<file path="src/rtl/irqc_pkg.sv">
package irqc_pkg;
  localparam int unsigned LVL_W  = 3;
  localparam int unsigned N_LVL  = 1 << LVL_W;
  localparam int unsigned ADDR_W = 5;
  localparam int unsigned DATA_W = N_LVL;

  typedef logic [LVL_W-1:0]  lvl_t;
  typedef logic [ADDR_W-1:0] addr_t;
  typedef logic [DATA_W-1:0] data_t;

  localparam addr_t ADR_ENABLE = 5'd20;
  localparam addr_t ADR_STATUS = 5'd21;
  localparam addr_t ADR_ACK    = 5'd22;
  localparam addr_t ADR_MODE   = 5'd23;
endpackage

</file>
<file path="src/rtl/irqc_regs.sv">
module irqc_regs
  import irqc_pkg::*;
#(
  parameter int unsigned N_SRC = 18,
  parameter int unsigned N_EXT = 2
) (
  input  logic                clk,
  input  logic                rst_n,
  input  logic                wr,
  input  addr_t               addr,
  input  data_t               wdata,
  input  logic [N_LVL-1:0]    status,
  output lvl_t [N_SRC-1:0]    map,
  output logic [N_LVL-1:0]    en,
  output logic [N_EXT-1:0]    mode,
  output logic                ack_valid,
  output lvl_t                ack_lvl,
  output data_t               rdata
);
  lvl_t [N_SRC-1:0] map_q, map_d;
  logic [N_LVL-1:0] en_q, en_d;
  logic [N_EXT-1:0] mode_q, mode_d;

  always_comb begin
    map_d  = map_q;
    en_d   = en_q;
    mode_d = mode_q;
    if (wr) begin
      for (int s = 0; s < N_SRC; s++) begin
        if (addr == addr_t'(s)) map_d[s] = wdata[LVL_W-1:0];
      end
      if (addr == ADR_ENABLE) en_d = wdata;
      if (addr == ADR_MODE)   mode_d = wdata[N_EXT-1:0];
    end
  end

  always_ff @(posedge clk or negedge rst_n) begin
    if (!rst_n) begin
      map_q  <= '0;
      en_q   <= '0;
      mode_q <= '0;
    end else begin
      map_q  <= map_d;
      en_q   <= en_d;
      mode_q <= mode_d;
    end
  end

  assign map       = map_q;
  assign en        = en_q;
  assign mode      = mode_q;
  assign ack_valid = wr && (addr == ADR_ACK);
  assign ack_lvl   = wdata[LVL_W-1:0];

  always_comb begin
    rdata = '0;
    for (int s = 0; s < N_SRC; s++) begin
      if (addr == addr_t'(s)) rdata = data_t'(map_q[s]);
    end
    case (addr)
      ADR_ENABLE: rdata = en_q;
      ADR_STATUS: rdata = status;
      ADR_MODE:   rdata = data_t'(mode_q);
      default: ;
    endcase
  end

  AST_ACK_NO_CFG: assert property (@(posedge clk) disable iff (!rst_n)
    (wr && addr == ADR_ACK) |=> ($stable(en_q) && $stable(map_q) && $stable(mode_q)));
endmodule

</file>
<file path="src/rtl/irqc_ext.sv">
module irqc_ext
  import irqc_pkg::*;
#(
  parameter int unsigned N_EXT = 2
) (
  input  logic              clk,
  input  logic              rst_n,
  input  logic [N_EXT-1:0]  pin,
  input  logic [N_EXT-1:0]  edge_mode,
  input  lvl_t [N_EXT-1:0]  pin_map,
  input  logic              ack_valid,
  input  lvl_t              ack_lvl,
  output logic [N_EXT-1:0]  active
);
  for (genvar j = 0; j < N_EXT; j++) begin : g_pin
    logic s1_q, s2_q, s3_q;
    logic evt_q, evt_d;
    logic rise, clr;

    always_ff @(posedge clk or negedge rst_n) begin
      if (!rst_n) begin
        s1_q <= 1'b0;
        s2_q <= 1'b0;
        s3_q <= 1'b0;
      end else begin
        s1_q <= pin[j];
        s2_q <= s1_q;
        s3_q <= s2_q;
      end
    end

    assign rise = s2_q & ~s3_q;
    assign clr  = ack_valid && (pin_map[j] == ack_lvl);

    always_comb begin
      evt_d = evt_q;
      if (clr)                 evt_d = 1'b0;
      if (!edge_mode[j])       evt_d = 1'b0;
      else if (rise)           evt_d = 1'b1;
    end

    always_ff @(posedge clk or negedge rst_n) begin
      if (!rst_n) evt_q <= 1'b0;
      else        evt_q <= evt_d;
    end

    assign active[j] = edge_mode[j] ? evt_q : s2_q;

    AST_EDGE_HOLD: assert property (@(posedge clk) disable iff (!rst_n)
      (edge_mode[j] && evt_q && !clr) |=> evt_q);
    AST_EDGE_CLEAR: assert property (@(posedge clk) disable iff (!rst_n)
      (edge_mode[j] && clr && !rise) |=> !evt_q);
    AST_EDGE_SET_WINS: assert property (@(posedge clk) disable iff (!rst_n)
      (edge_mode[j] && rise) |=> evt_q);
  end
endmodule

</file>
<file path="src/rtl/irqc_route.sv">
module irqc_route
  import irqc_pkg::*;
#(
  parameter int unsigned N_SRC = 18
) (
  input  logic              clk,
  input  logic              rst_n,
  input  logic [N_SRC-1:0]  src_act,
  input  lvl_t [N_SRC-1:0]  map,
  output logic [N_LVL-1:0]  pend
);
  logic [N_LVL-1:0] pend_d, pend_q;

  always_comb begin
    pend_d = '0;
    for (int s = 0; s < N_SRC; s++) begin
      if (src_act[s]) pend_d[map[s]] = 1'b1;
    end
  end

  always_ff @(posedge clk or negedge rst_n) begin
    if (!rst_n) pend_q <= '0;
    else        pend_q <= pend_d;
  end

  assign pend = pend_q;

  AST_QUIET_CLEARS: assert property (@(posedge clk) disable iff (!rst_n)
    (src_act == '0) |=> (pend_q == '0));
  AST_ACTIVE_SETS: assert property (@(posedge clk) disable iff (!rst_n)
    (src_act != '0) |=> (pend_q != '0));
endmodule

</file>
<file path="src/rtl/irqc_prio.sv">
module irqc_prio
  import irqc_pkg::*;
(
  input  logic [N_LVL-1:0] pend,
  input  logic [N_LVL-1:0] en,
  output logic             req,
  output lvl_t             lvl
);
  always_comb begin
    req = 1'b0;
    lvl = '0;
    for (int l = 0; l < N_LVL; l++) begin
      if (pend[l] && en[l]) begin
        req = 1'b1;
        lvl = lvl_t'(l);
      end
    end
  end
endmodule

</file>
<file path="src/rtl/irq_level_ctrl.sv">
module irq_level_ctrl
  import irqc_pkg::*;
#(
  parameter int unsigned N_INT = 16,
  parameter int unsigned N_EXT = 2
) (
  input  logic              clk,
  input  logic              rst_n,
  input  logic [N_INT-1:0]  int_src,
  input  logic [N_EXT-1:0]  ext_pin,
  input  logic              cfg_wr,
  input  logic [4:0]        cfg_addr,
  input  logic [7:0]        cfg_wdata,
  output logic [7:0]        cfg_rdata,
  output logic              irq_req,
  output logic [2:0]        irq_level
);
  localparam int unsigned N_SRC = N_INT + N_EXT;

  logic             rs1_q, rs2_q;
  logic             rst_core_n;
  lvl_t [N_SRC-1:0] map;
  logic [N_LVL-1:0] en, pend;
  logic [N_EXT-1:0] mode, ext_act;
  logic             ack_valid;
  lvl_t             ack_lvl;
  logic [N_SRC-1:0] src_act;

  always_ff @(posedge clk or negedge rst_n) begin
    if (!rst_n) begin
      rs1_q <= 1'b0;
      rs2_q <= 1'b0;
    end else begin
      rs1_q <= 1'b1;
      rs2_q <= rs1_q;
    end
  end
  assign rst_core_n = rs2_q;

  irqc_regs #(.N_SRC(N_SRC), .N_EXT(N_EXT)) u_regs (
    .clk(clk), .rst_n(rst_core_n), .wr(cfg_wr), .addr(cfg_addr),
    .wdata(cfg_wdata), .status(pend), .map(map), .en(en), .mode(mode),
    .ack_valid(ack_valid), .ack_lvl(ack_lvl), .rdata(cfg_rdata)
  );

  irqc_ext #(.N_EXT(N_EXT)) u_ext (
    .clk(clk), .rst_n(rst_core_n), .pin(ext_pin), .edge_mode(mode),
    .pin_map(map[N_SRC-1:N_INT]), .ack_valid(ack_valid), .ack_lvl(ack_lvl),
    .active(ext_act)
  );

  assign src_act = {ext_act, int_src};

  irqc_route #(.N_SRC(N_SRC)) u_route (
    .clk(clk), .rst_n(rst_core_n), .src_act(src_act), .map(map), .pend(pend)
  );

  irqc_prio u_prio (.pend(pend), .en(en), .req(irq_req), .lvl(irq_level));

  AST_REQ_ENABLED: assert property (@(posedge clk) disable iff (!rst_core_n)
    irq_req |-> (en[irq_level] && pend[irq_level]));
  AST_NONE_ABOVE: assert property (@(posedge clk) disable iff (!rst_core_n)
    irq_req |-> (((pend & en) >> irq_level) == 8'd1));
  AST_IDLE_NO_REQ: assert property (@(posedge clk) disable iff (!rst_core_n)
    ((pend & en) == '0) |-> !irq_req);
endmodule

</file>
<file path="config.mk">
export PLATFORM = sky130hd
export DESIGN_NAME = irq_level_ctrl
export DESIGN_NICKNAME = d
export VERILOG_FILES = /design/src/rtl/irqc_pkg.sv /design/src/rtl/irqc_regs.sv /design/src/rtl/irqc_ext.sv /design/src/rtl/irqc_route.sv /design/src/rtl/irqc_prio.sv /design/src/rtl/irq_level_ctrl.sv
export SDC_FILE = /design/constraint.sdc
export NUM_CORES = 1
export LEC_CHECK = 0
export BUFFER_PORTS_ARGS = -buffer_cell sky130_fd_sc_hd__buf_2
export CAP_MARGIN = 40
export CORE_MARGIN = 5
export CORE_UTILIZATION = 55
export CTS_CLUSTER_SIZE = 10
export DETAILED_ROUTE_END_ITERATION = 10
export GPL_ROUTABILITY_DRIVEN = 0
export PLACE_DENSITY = 0.84
export SETUP_SLACK_MARGIN = 0.1
export SKIP_CTS_REPAIR_TIMING = 1
export SLEW_MARGIN = 25
export SYNTH_ARGS = -nofsm -noshare
export SYNTH_HDL_FRONTEND = slang
export SYNTH_SLANG_ARGS = --single-unit
</file>
<file path="constraint.sdc">
create_clock -name clk -period 2.7 [get_ports clk]
set_input_delay 0.54 -clock clk [delete_from_list [all_inputs] [get_ports clk]]
set_output_delay 0.54 -clock clk [all_outputs]
set_load 0.005 [all_outputs]
</file>
* After elaboration in Yosys (flattened, before gate mapping)
Cells that the tools add are included.
Operators by class: $lt $le $gt $ge 36, eq/ne operators 25, muxes and demuxes 96, bitwise logic cells 21, reductions and logical operators 50
Operators with widths (count):
- $mux W8 | 18
- $or A8 B8 Y8 | 17
- $lt A3 B4 Y1 const B | 18
- $mux W3 | 22
- $demux W1 S3 | 18
- $ge A3 B1 Y1 const B | 18
- $eq A5 B4 Y1 const B | 8
- $reduce_and A2 Y1 | 20
- $mux W1 | 35
- $eq A5 B5 Y1 const B | 6
- $logic_and A1 B1 Y1 | 29
- $pmux W8 S3 | 1
- $eq A5 B3 Y1 const B | 4
- $eq A5 B2 Y1 const B | 2
- $eq A3 B3 Y1 | 2
- $ne A3 B1 Y1 const B | 2
- $eq A5 B1 Y1 const B | 1
- $logic_not A5 Y1 | 1
- $mux W2 | 2
- $and A1 B1 Y1 | 2
- $not A1 Y1 | 2
Word-level totals: flip-flop bits (word level) 82, input bits 34, output and inout bits 12, word-level logic and storage cells 259

* Longest topological paths before layout
depth in word-level cells 39, mapped depth 7

* Modules after synthesis
From an unflattened synthesis, not the netlist that was laid out.
Second synthesis, totals: cell total of the unflattened synthesis 561, area total of the unflattened synthesis 5701.7 um^2
Modules (own cells, without submodules):
- irqc_regs | instances 1, cells each 300, area each 3419.5 um^2, sequential area each 1601.5 um^2
- irqc_route | instances 1, cells each 219, area each 1799.2 um^2, sequential area each 200.2 um^2
- irqc_ext | instances 1, cells each 24, area each 337.8 um^2, sequential area each 200.2 um^2
- irqc_prio | instances 1, cells each 15, area each 91.3 um^2, sequential area each 0.0 um^2
- irq_level_ctrl | instances 1, cells each 3, area each 53.8 um^2, sequential area each 50.0 um^2

* Worst setup path before layout
Ideal clock, no wire load.
kind input to output, start point input cfg_addr[2], end point output cfg_rdata[0], arrival 1632 ps, required time 2160 ps, slack 528 ps, stages 7, path buffers 2, cell sequence buf_2 -> nor2b_1 -> buf_2 -> a22oi_1 -> a2bb2oi_1 -> nor4_1 -> o31a_1
On the way: word-level cells in the longest chain between the ends 20
RTL lines:
- start: declaration | line irq_level_ctrl.sv:12 | input logic [4:0] cfg_addr,
- $logic_not A5 Y1 | line irqc_regs.sv:58 | if (addr == addr_t'(s)) rdata = data_t'(map_q[s]);
- $mux W3 (18 in series) | line irqc_regs.sv:58
- $pmux W8 S3 (*) | line irqc_regs.sv:60 | case (addr)
- end: declaration | line irq_level_ctrl.sv:14 | output logic [7:0] cfg_rdata,
Mark *: on every way between the ends. The rest lies on a longest branch, timed or not.

* Final worst setup path
start point input cfg_addr[4], end point output cfg_rdata[1]
The elaborated chain is that of the path after synthesis.

==> impl_results.rst <==
.. list-table::
   :header-rows: 1

   * - Metric
     - Value
   * - Most common cell in the netlist
     - sky130_fd_sc_hd__dfrtp_1
   * - Total congestion overflow after global routing
     - 0
   * - Count of boundary I/O pins
     - between 40 and 50
   * - Proportion of layout cells with a drive suffix above 1
     - 0.246
   * - Capture instance of the worst register-to-register path
     - u_route.pend[0]
   * - Half-perimeter wire length after detailed placement
     - 13.4 mm
   * - CTS tree
     - yes
   * - Classification of the worst-slack hold path
     - input port to flop
   * - Mean Syn Cell Area
     - 9.08 um2
   * - Worst hold path endpoint
     - u_ext.g_pin[1].s1_q
   * - Hold Violations, Final
     - 0
   * - Worst reg2reg path depth
     - 5
   * - Global-route wire length before repair
     - 28.6 mm
   * - Clock tree root driver cell
     - sky130_fd_sc_hd__clkbuf_8
   * - Ys async rst share
     - 1.00
   * - Number of detailed-route iterations in the first pass
     - 11
   * - Max Root-Sink Buffers
     - 2
   * - Number of antenna violations at the first check in global routing
     - 0
   * - Sequential fraction of the synthesis area
     - 0.368
   * - Violation count after the first detailed-route iteration
     - roughly 1100
   * - # placed instances
     - between 700 and 800
   * - Main flop type after synthesis
     - sky130_fd_sc_hd__dfrtp_1
   * - Worst hold path depth
     - 1
   * - H-tree levels
     - 3
   * - Clock sinks
     - about 80
   * - RSZ-0062 raised after global routing
     - yes
   * - Layout fillers
     - roughly 800
   * - Number of instances in the synthesized netlist
     - around 610
   * - Category of the worst setup path launch point
     - input port
   * - Worst skew pair latency
     - 380 ps
   * - Source of the worst register-to-register timing path
     - u_regs.map[37]
   * - Detail-routed via count per cell
     - between 7 and 8
   * - Critical hold path startpoint
     - ext_pin[1]
   * - Min setup slack post-route
     - approximately 110 ps
   * - Post-placement setup slack
     - about 68 ps
   * - Critical path required time
     - 2160 ps
   * - Worst-path maximum fanout
     - 16
   * - Clock transition time at the flip-flop clock pins of the worst setup and hold paths
     - 80 ps
   * - Cell type contributing the most total cell area after synthesis
     - sky130_fd_sc_hd__dfrtp_1
   * - Startpoint-to-endpoint class of the critical path
     - input port to primary output
   * - Die area
     - approximately 12000 um2
   * - Main area contributors after synthesis
     - sky130_fd_sc_hd__dfrtp_1 37%, sky130_fd_sc_hd__mux2_2 12%, sky130_fd_sc_hd__nand2_1 3.4%, sky130_fd_sc_hd__nand2b_1 3.1%, sky130_fd_sc_hd__nor3_1 3.1%
   * - Critical path capture point type
     - primary output
   * - Outcome
     - completed
   * - Non-Filler Instances
     - 795
   * - Area share of the largest cell type after synthesis
     - 0.368
   * - Placeable core region
     - approximately 9800 um2
   * - Count of input and output buffers
     - 45
   * - Vias after detailed routing
     - roughly 5600
   * - Power per standard cell area
     - about 640 nW/um2
   * - Largest net degree at the start of global routing
     - 42
   * - Post-route clock skew
     - approximately 12 ps
   * - DRT antenna net count
     - 0
   * - Synthesis-to-layout area growth
     - 12.5%
   * - Number of diodes added for antenna fixing
     - 0
   * - Die Width
     - around 110 um
   * - Setup violators final
     - 0
   * - Most common library cells after synthesis
     - 82 x sky130_fd_sc_hd__dfrtp_1, 60 x sky130_fd_sc_hd__mux2_2, 50 x sky130_fd_sc_hd__nand2_1, 34 x sky130_fd_sc_hd__nor3_1, 32 x sky130_fd_sc_hd__nor2_1
   * - Count of state elements after synthesis
     - 82
   * - Min cycle time layout
     - roughly 2600 ps
   * - Global Route Usage Sum
     - 0.291
   * - Number of flops mapped to enable cells by yosys
     - 0
   * - Highest clock rate
     - ~390 MHz
   * - Leakage component of the power
     - about 0.0026 uW
   * - Final wirelength
     - ~18 mm
   * - Post-Synthesis Net Count
     - 648
   * - Die boundary height
     - approximately 110 um
   * - Number of maximum-capacitance violations
     - 0
   * - TritonCTS buffer count
     - 9
   * - Net count of the finished layout
     - 691
   * - Routed wire per std cell
     - around 23 um
   * - Worst Max-Slew Pin Slew
     - 804 ps
   * - Yosys cell types
     - slightly above 60
   * - Final-report max-slew violation count
     - 0
   * - Number of rows in the core area
     - 36
   * - Peak supply drop
     - approximately 0.00026 V
   * - Initial standard-cell utilization of the core
     - 0.568
   * - Crit share post-route
     - 0.961
   * - Vias in the first global route
     - roughly 5400
   * - Slew margin rel.
     - 0.459
   * - Setup slack on the worst flop-to-flop path
     - approximately 390 ps
   * - Arrival time at the worst endpoint
     - about 2000 ps
   * - Sum of negative setup slack
     - 0 ps
   * - Number of warning messages in the yosys log
     - 0
   * - Area of the mapped netlist
     - between 5000 and 6000 um2
   * - Drt drc
     - 0
## layout make-up
| class | instances | area, um2 | area share |
|---|---|---|---|
| Multi-Input combinational cell | 479 | 3360 | 0.536 |
| Sequential cell | 82 | 2060 | 0.328 |
| Timing Repair Buffer | 71 | 455 | 0.0726 |
| Tap cell | 133 | 166 | 0.0265 |
| Clock buffer | 10 | 128 | 0.0204 |
| Inverter | 14 | 52.6 | 0.00838 |
| Clock inverter | 6 | 48.8 | 0.00778 |
## worst max-delay path by stage
stage | start | to | slack [ps] | cells past startpoint
finish | cfg_addr[4] | cfg_rdata[1] | 110 | 7
global route | cfg_addr[4] | cfg_rdata[1] | 80 | 7
CTS | cfg_addr[2] | cfg_rdata[2] | 60 | 7
detailed placement | cfg_addr[2] | cfg_rdata[2] | 70 | 7
global placement | cfg_addr[4] | cfg_rdata[0] | 140 | 6
floorplan | rs2_q | u_ext.g_pin[0].evt_q | 250 | 0
## critical path: stages
cell                       delay [ps]
sky130_fd_sc_hd__clkbuf_4         200
sky130_fd_sc_hd__buf_4            200
sky130_fd_sc_hd__or2_2            320
sky130_fd_sc_hd__o32ai_1          310
sky130_fd_sc_hd__o211ai_1         190
sky130_fd_sc_hd__o211ai_1         150
sky130_fd_sc_hd__buf_2            150
## where the power goes
group	switching (uW)	internal, uW	total, uW
clock	490	344	833
sequential	477	1470	1950
combinational	648	564	1210
## cell usage in the layout, fill, tap and decap left out, drive strengths merged, types with 25 or more instances in the layout
cell type,instances
nand2,50
nand3,28
mux2,63
dfrtp,82
nand4,25
nand2b,28
nor3,35
buf,67
nor2,32
nor2b,25
## state kept, by name, summed over array words and instances (netlist names)
name / cells
u_regs.map: 54
u_regs.en: 8
u_route.pend: 8
u_ext.g_pin.evt_q: 2
u_ext.g_pin.s1_q: 2
u_ext.g_pin.s2_q: 2
u_ext.g_pin.s3_q: 2
u_regs.mode: 2
rs1_q: 1
rs2_q: 1
## per-stage QoR
step | total power (uW) | area (um2) | util | hold WS (ps)
finish | 3990 | 6270 | 0.639 | 274
global route | 4160 | 6270 | 0.639 | 260
CTS | 3900 | 6190 | 0.630 | -75.0
detailed placement | 3080 | 6010 | 0.613 | 326
global placement | 3020 | 5990 | 0.610 | 324
floorplan | 2580 | 5580 | - | 244
## cells by family after synthesis
group / share of synthesized area
AOI/OAI and AO/OA: 0.150
xor gates and xnor gates: 0.00943
buffers and inverters: 0.0397
DFF: 0.368
muxes: 0.158
other: 0.000673
and+or+nand+nor: 0.274
## routing by layer
layer	vias up	track usage	wire length, um
met5	-	0	0
met4	0	0.155	1250
met3	128	0.108	2670
met2	486	0.420	7600
met1	2598	0.379	6690
li1	2418	-	-
(Power assumes the default switching activity.)
